$ cat config.mk
export PLATFORM = sky130hd
export DESIGN_NAME = zbt_sram
export DESIGN_NICKNAME = d
export VERILOG_FILES = /design/src/rtl/zbt_pkg.sv /design/src/rtl/zbt_req_pipe.sv /design/src/rtl/zbt_array.sv /design/src/rtl/zbt_sram.sv
export SDC_FILE = /design/constraint.sdc
export NUM_CORES = 1
export LEC_CHECK = 0
export BUFFER_PORTS_ARGS = -buffer_cell sky130_fd_sc_hd__buf_2
export CAP_MARGIN = 5
export CORE_MARGIN = 5
export CORE_UTILIZATION = 45
export CTS_BUF_LIST = sky130_fd_sc_hd__clkbuf_4
export DETAILED_ROUTE_END_ITERATION = 12
export PLACE_DENSITY = 0.67
export SYNTH_ARGS = -nofsm -noshare
export SYNTH_HDL_FRONTEND = slang
export SYNTH_SLANG_ARGS = --single-unit
$ cat constraint.sdc
create_clock -name clk -period 5.6 [get_ports clk]
set_input_delay 0 -clock clk [delete_from_list [all_inputs] [get_ports clk]]
set_output_delay 0 -clock clk [all_outputs]
set_load 0.01 [all_outputs]
$ cat src/rtl/zbt_pkg.sv
`timescale 1ns/1ps
package zbt_pkg;

    // Kind of access held in a pipeline stage.
    typedef enum logic {
        ACC_READ  = 1'b0,
        ACC_WRITE = 1'b1
    } acc_e;

    // Number of enabled edges between the address edge and the data edge.
    function automatic int unsigned data_lat(bit pipelined);
        return pipelined ? 2 : 1;
    endfunction

endpackage

$ cat src/rtl/zbt_req_pipe.sv
`timescale 1ns/1ps
module zbt_req_pipe
    import zbt_pkg::*;
#(
    parameter int unsigned AW    = 6,
    parameter int unsigned DEPTH = 2
) (
    input  logic          clk,
    input  logic          rst,
    input  logic          clk_en,
    input  logic          wr_en,
    input  logic [AW-1:0] addr,
    output logic          head_vld,
    output logic          head_wr,
    output logic [AW-1:0] head_addr,
    output logic          tail_vld,
    output logic          tail_wr,
    output logic [AW-1:0] tail_addr
);

    typedef struct packed {
        logic          vld;
        acc_e          kind;
        logic [AW-1:0] addr;
    } stage_t;

    stage_t fresh;
    stage_t stg [DEPTH];

    always_comb begin
        fresh.vld  = 1'b1;
        fresh.kind = wr_en ? ACC_WRITE : ACC_READ;
        fresh.addr = addr;
    end

    for (genvar g = 0; g < DEPTH; g++) begin : g_stage
        if (g == 0) begin : g_first
            always_ff @(posedge clk) begin
                if (rst)         stg[g] <= '0;
                else if (clk_en) stg[g] <= fresh;
            end
        end else begin : g_next
            always_ff @(posedge clk) begin
                if (rst)         stg[g] <= '0;
                else if (clk_en) stg[g] <= stg[g-1];
            end
        end
    end

    assign head_vld  = stg[0].vld;
    assign head_wr   = (stg[0].kind == ACC_WRITE);
    assign head_addr = stg[0].addr;
    assign tail_vld  = stg[DEPTH-1].vld;
    assign tail_wr   = (stg[DEPTH-1].kind == ACC_WRITE);
    assign tail_addr = stg[DEPTH-1].addr;

endmodule

$ cat src/rtl/zbt_array.sv
`timescale 1ns/1ps
module zbt_array #(
    parameter int unsigned AW = 6,
    parameter int unsigned DW = 16
) (
    input  logic          clk,
    input  logic          wr_en,
    input  logic [AW-1:0] wr_addr,
    input  logic [DW-1:0] wr_data,
    input  logic [AW-1:0] rd_addr,
    output logic [DW-1:0] rd_data
);

    localparam int unsigned WORDS = 1 << AW;

    logic [DW-1:0] cells [WORDS];

    always_ff @(posedge clk) begin
        if (wr_en) cells[wr_addr] <= wr_data;
    end

    assign rd_data = cells[rd_addr];

endmodule

$ cat src/rtl/zbt_sram.sv
`timescale 1ns/1ps
module zbt_sram
    import zbt_pkg::*;
#(
    parameter int unsigned AW        = 6,
    parameter int unsigned DW        = 16,
    parameter bit          PIPELINED = 1'b1
) (
    input  logic          clk,
    input  logic          rst,
    input  logic          clk_en,
    input  logic [AW-1:0] addr,
    input  logic          wr_en,
    input  logic          out_en,
    input  logic [DW-1:0] wdata,
    output logic [DW-1:0] rdata,
    output logic          rdata_drive
);

    localparam int unsigned LAT = data_lat(PIPELINED);

    logic          head_vld, head_wr, tail_vld, tail_wr;
    logic [AW-1:0] head_addr, tail_addr;
    logic          commit;
    logic [DW-1:0] arr_word;
    logic [DW-1:0] rd_word;
    logic          rd_live;

    zbt_req_pipe #(.AW(AW), .DEPTH(LAT)) u_pipe (
        .clk       (clk),
        .rst       (rst),
        .clk_en    (clk_en),
        .wr_en     (wr_en),
        .addr      (addr),
        .head_vld  (head_vld),
        .head_wr   (head_wr),
        .head_addr (head_addr),
        .tail_vld  (tail_vld),
        .tail_wr   (tail_wr),
        .tail_addr (tail_addr)
    );

    // The write lands when its delayed flag meets the sampled data.
    assign commit = clk_en & tail_vld & tail_wr;

    zbt_array #(.AW(AW), .DW(DW)) u_array (
        .clk     (clk),
        .wr_en   (commit),
        .wr_addr (tail_addr),
        .wr_data (wdata),
        .rd_addr (head_addr),
        .rd_data (arr_word)
    );

    if (PIPELINED) begin : g_pipe_out
        logic          bypass;
        logic [DW-1:0] out_q;
        logic          live_q;

        // A write commits on the same edge that the next read loads its word.
        assign bypass = tail_vld & tail_wr & (tail_addr == head_addr);

        always_ff @(posedge clk) begin
            if (rst) begin
                live_q <= 1'b0;
                out_q  <= '0;
            end else if (clk_en) begin
                live_q <= head_vld & ~head_wr;
                out_q  <= bypass ? wdata : arr_word;
            end
        end

        assign rd_word = out_q;
        assign rd_live = live_q;
    end else begin : g_flow_out
        assign rd_word = arr_word;
        assign rd_live = head_vld & ~head_wr;
    end

    assign rdata_drive = rd_live & out_en;
    assign rdata       = rdata_drive ? rd_word : '0;

endmodule

==> metrics, run 1 <==
number of H-tree levels 5; final-report max-slew violation count 0; clk sink count 1057; synthesized instance count 1827; required time of the critical path 6330 ps; DRC 0; vias 20700; Critical Setup Path Class register to register; Max Cap Viol 0; top post-synthesis cells by area edfxtp_1 (77%), mux4_2 (15%), a22oi_1 (1.6%); reg2reg path depth 5; post-synth cell types 39; Worst Hold Slack 152.0 ps; most common cell in the synthesized netlist edfxtp_1; crit path DAT 3910 ps; headroom to the max-slew limit 15.37%; synth warn 0; number of CTS-inserted buffers 279; grt met1 use 27.03%; async set or reset register ratio after synthesis 0%; capturing point of the worst reg2reg path u_array.cells[34][13]$_DFFE_PP_; dpl cells 3049; detailed placement HPWL 54.07 mm; DR iter-0 viols 2386; Peak VDD IR 0.0001436 V; worst path bufs/invs 1; Seq/Total Area, Yosys 77.84%; Final min period 3178 ps; met2 Track Usage GR 31.98%; IO Pins 44; clk_skew 103.5 ps; cts repair resizes 0; Design Area, Final 46170 µm²; R2R setup slack 2420 ps; gr usage total 20.25%; post-synthesis cell area 40560 µm²; Post-CTS Setup Inserts 0; die width 310.2 µm; CP max FO 9; area of placed instances 42580 µm²; post-route setup TNS 0 ps; met3 GRT Util 6.500%; Synth Net Count 1854; startpoint types register; power per cell area 344.6 nW/µm²; Worst Tran Pin Value 1269 ps; largest net degree at the start of global routing 89; initial antenna violation count 7; Filler cells 7125; Buffers on Ports 43; Worst path top cell family by delay simple AND/OR/NAND/NOR gates; GR Overflow Total 0; final setup fails 0; busiest grt layer met2; critical path capture point type register; final wirelength 96.59 mm; Post-Layout Cell Count 3532; TritonCTS clock tree yes; first-pass GRT wire length 141.0 mm; vias in the first global route 21550; Initial Utilization 45.20%; Nets 2225; Pleak 14.84 nW; Slowest cell on crit path nor2_1; proportion of layout cells with a drive suffix above 1 34.66%; Post-synth top flop edfxtp_1; post-DR wirelength/cell 27.35 µm; worst setup path start u_pipe.stg[1][6]$_SDFFCE_PN0P_; synthesis-stage register bit count 1057; Final Core Density 51.45%; cell depth of the worst min-delay path 3; die footprint 96230 µm²; vias per cell 5.862; status complete, no violations; drt pass-1 iters 6; crit path cell chain nand3_1, nor2_1, nand2_1, nor2_1, buf_4; Largest stage delay, worst path 1060 ps; DRT antenna net count 0; core area 89740 µm²; final hold vios 0; EDFF count, synth 1040; latest clock arrival within the worst-skew pair 1110 ps; worst hold path class primary input to register; Final Wtd Congestion 0.8958; Worst R2R Start u_pipe.stg[1][6]$_SDFFCE_PN0P_; FP Rows 110; critical path capture point u_array.cells[34][13]$_DFFE_PP_; Worst path most repeated cell nor2_1; maximum clock rate 0.3147 GHz; syn_area_per_cell 22.20 µm²; Worst-path clk slew 60 ps; Layout area overhead 13.85%; Die H 310.2 µm; most frequent cells after synthesis edfxtp_1 (1040), mux4_2 (262), a22oi_1 (86), nor2_1 (74), mux2i_1 (57); instance count on the critical path 5; root buf cell clkbuf_4; RSZ-0062 raised after global routing false; fin crit share 56.75%; post-synth top area cell edfxtp_1; area share of the largest cell type after synthesis 77.00%; clock buffer depth 4
per-layer routing:
layer  share of wire, %  up-vias
met5              0.018        -
met4                2.5        2
met3                9.5      160
met2                 48     1028
met1                 39    10890
li1                   -     8623
cell usage in the layout, fill, tap and decap left out, types with 6 or more instances in the layout:
| cell | Yosys | routed |
|---|---|---|
| edfxtp_1 | 1040 | 1040 |
| clkbuf_4 | 0 | 386 |
| mux4_2 | 262 | 262 |
| buf_4 | 18 | 97 |
| a22oi_1 | 86 | 86 |
| nor2_1 | 74 | 73 |
| mux2i_1 | 57 | 57 |
| dlygate4sd3_1 | 0 | 44 |
| buf_2 | 23 | 43 |
| clkinv_1 | 1 | 40 |
| nand2_1 | 35 | 35 |
| nand3_1 | 28 | 28 |
| a21oi_1 | 25 | 25 |
| dfxtp_1 | 17 | 17 |
| and3_1 | 16 | 16 |
| and2_1 | 15 | 15 |
| o21ai_1 | 9 | 9 |
| o22ai_1 | 8 | 8 |
| nand4_1 | 7 | 7 |
| inv_1 | 6 | 6 |
| nor2b_1 | 8 | 6 |
| xor2_1 | 6 | 6 |
| inv_2 | 0 | 6 |
| buf_12 | 0 | 6 |
final cells by class:
type	instances	area (µm²)	area share [%]
repair buffers	190	1504	3.257
clock buffers	386	2898	6.276
diodes	2	5.005	0.01084
inverters	7	26.28	0.05691
multi-input cells	663	8449	18.30
clock inverters	51	249.0	0.5393
well taps	1176	1471	3.187
flip-flops and latches	1057	31570	68.37
repair_timing:
action,CTS,global route
hold buffers,44,0
endpoints found under the hold margin,1061,0
endpoints found under the setup margin,0,0
registers in the layout (all words and copies together), names as in the netlist:
signal	cells
g_pipe_out.live_q	1
u_pipe.stg	16
u_array.cells	1024
g_pipe_out.out_q	16
tightest hold or removal path: stages:
cell and delay, ps:
dlygate4sd3_1 530, buf_2 120, buf_4 320
power by group:
group | internal (W) | total [W] | leakage [nW] | switching (W)
Combinational | 0.000403 | 0.00102 | 3.42 | 0.000617
Sequential | 0.00871 | 0.00876 | 9.51 | 0.0000511
Clock | 0.00324 | 0.00613 | 1.91 | 0.00289
Total | 0.0124 | 0.0159 | 14.8 | 0.00356
kinds of logic (layout without fill, tap and decap cells):
kind of cell              Yosys count  after routing  synth area share (%)
AOI/OAI and AO/OA                 135            135                 2.264
xor gates and xnor gates            6              6                0.1296
buffers and inverters             107            634                 1.342
DFF                              1057           1057                 77.84
muxes                             322            322                 16.04
other                               0              2                     0
and+or+nand+nor                   200            200                 2.382
through the flow:
stage / setup WS [ps] / total power [W]
2_1_floorplan: 3341 / 0.009508
3_3_place_gp: 2495 / 0.009910
3_5_place_dp: 2474 / 0.009927
4_1_cts: 2456 / 0.01609
5_1_grt: 2265 / 0.01659
6_report: 2422 / 0.01591
how the worst min path moves through the flow:
stage	from	endpoint	slack, ps
after global routing	wdata[4]	u_array.cells[0][4]$_DFFE_PP_	80
final	wdata[4]	u_array.cells[0][4]$_DFFE_PP_	150
after CTS	wdata[4]	u_array.cells[0][4]$_DFFE_PP_	20
after detailed placement	wr_en	u_pipe.stg[0][6]$_SDFFCE_PN0P_	290
after floorplan	wdata[0]	u_array.cells[0][0]$_DFFE_PP_	100
after global placement	wr_en	u_pipe.stg[0][6]$_SDFFCE_PN0P_	280
Power figures use the tool's default switching activity.
==> inputs of run 2 (changes only) <==
Clock period 5.6 ns to 3.2 ns, I/O delays scaled along.
==> run 2 against run 1 <==
Against the previous run:
- the flow now finishes with violations (setup timing)
- cell area grew 0.89%
- non-clock buffer count grew 38
- first-iteration DRC count shrank 0.38%
- critical endpoint is now g_pipe_out.out_q[5]$_SDFFE_PP0P_
- highest routed layer unchanged
==> metrics, run 2 (synthesis gave the netlist of run 1 again) <==
vias per cell 5.825; CTS Hold Buffers Added 44; cts repair resizes 0; Max Cap Viol 0; Buffers on Ports 43; area of placed instances 43020 µm²; crit path DAT 4220 ps; Pleak 15.07 nW; fin crit share 100.6%; post-route setup TNS -17.82 ps; proportion of layout cells with a drive suffix above 1 35.84%; Final min period 3218 ps; number of H-tree levels 5; RSZ-0062 raised after global routing false; Nets 2264; largest net degree at the start of global routing 66; post-DR wirelength/cell 27.67 µm; Peak VDD IR 0.0002175 V; dpl ws 275.2 ps; Reg area 31570 µm²; clk_skew 83.65 ps; commonest cells after routing, fill and taps aside edfxtp_1 (1040), clkbuf_4 (384), mux4_2 (262); clk sink count 1057; final setup fails 1; vias 20810; Setup WS post-layout -17.82 ps; commonest non-fill, non-tap cell in the layout edfxtp_1; final hold vios 0; DR iter-0 viols 2377; Post-CTS Setup Inserts 0; required time of the critical path 4200 ps; first-pass GRT wire length 143.4 mm; footprint of the multi-input gates 8449 µm²; GR Overflow Total 0; R2R setup slack 170 ps; number of CTS-inserted buffers 280; die width 310.2 µm; Layout area overhead 14.86%; worst hold path class primary input to register; Final Wtd Congestion 0.9112; Biggest register u_array.cells; drt pass-1 iters 7; Initial Utilization 45.20%; Worst Tran Pin Value 1358 ps; TritonCTS clock tree yes; root buf cell clkbuf_4; initial antenna violation count 3; FP Rows 110; violated checks setup timing; maximum clock rate 0.3108 GHz; startpoint types primary input; latest clock arrival within the worst-skew pair 1100 ps; IO Pins 44; headroom to the max-slew limit 9.468%; DRT antenna net count 0; Worst-path clk slew 70 ps; Die H 310.2 µm; clock buffer depth 4; final-report max-slew violation count 0; Worst Hold Slack 127.2 ps; DRC 0; critical path capture point type register; core area 89740 µm²; detailed placement HPWL 58.37 mm; Largest regs u_array.cells: 1024 flops, g_pipe_out.out_q: 16 flops, u_pipe.stg: 16 flops; status finished, violations left; power per cell area 596.6 nW/µm²; max reg flops 1024; final wirelength 98.84 mm; gr usage total 20.69%; vias in the first global route 21710; die footprint 96230 µm²; CP max FO 16; Critical Setup Path Class primary input to register; Design Area, Final 46580 µm²; Final Core Density 51.91%; Filler cells 7036
run 2: cell types whose count changed in the layout (fill, tap and decap cells not counted):
| cell | delta |
|---|---|
| buf_4 | +26 |
| buf_12 | +12 |
| clkinv_2 | +5 |
| clkinv_1 | -4 |
| diode_2 | +3 |
| clkbuf_4 | -2 |
| bufinv_16 | -1 |
| inv_2 | +1 |
run 2: worst paths after layout:
path,from,endpoint,depth (start not counted)
worst min-delay path,wdata[2],u_array.cells[20][2]$_DFFE_PP_,2
worst min register to register,u_pipe.stg[0][6]$_SDFFCE_PN0P_,g_pipe_out.live_q$_SDFFE_PP0P_,1
worst max-delay path,rst,g_pipe_out.out_q[5]$_SDFFE_PP0P_,9
worst max register to register,u_pipe.stg[0][2]$_SDFFCE_PN0P_,g_pipe_out.out_q[5]$_SDFFE_PP0P_,5
run 2: worst max-delay path: stages:
cell           delay (ps)
dlygate4sd3_1         540
buf_2                 120
dlygate4sd3_1         580
nor2b_1               220
dlygate4sd3_1         700
nand2_1               120
a21oi_1              1050
nand3_1               620
nand4_1               260
run 2: stage by stage:
| stage | cells | total power, W |
|---|---|---|
| 2_1_floorplan | 1827 | 0.01664 |
| 6_report | 3572 | 0.02779 |
| 5_1_grt | 3570 | 0.02897 |
| 3_3_place_gp | 3087 | 0.01740 |
| 4_1_cts | 3567 | 0.02806 |
| 3_5_place_dp | 3087 | 0.01744 |
run 2: area by class of cell:
type                       instances  share of cell area [%]
antenna                            5                 0.02686
inverter                           7                 0.05640
timing repair buffer             228                   4.163
clock inverter                    52                  0.4996
sequential                      1057                   67.77
tap                             1176                   3.159
clock buffer                     384                   6.188
multi-input combinational        663                   18.14
run 2: report_power, final:
group / internal [W] / total [W] / switching, W
logic: 0.000771 / 0.00185 / 0.00108
registers: 0.0152 / 0.0153 / 0.0000831
clock network: 0.00556 / 0.0106 / 0.00505
run 2: metal layers:
| metal | vias to the layer above | global-route usage, % | part of all wire [%] | wire length [µm] |
|---|---|---|---|---|
| met5 | - | 2.128 | 0.29 | 287 |
| met4 | 4 | 6.614 | 2.3 | 2261 |
| met3 | 151 | 5.819 | 9.7 | 9547 |
| met2 | 1114 | 33.36 | 49 | 48750 |
| met1 | 10850 | 27.60 | 38 | 37980 |
| li1 | 8691 | - | - | - |
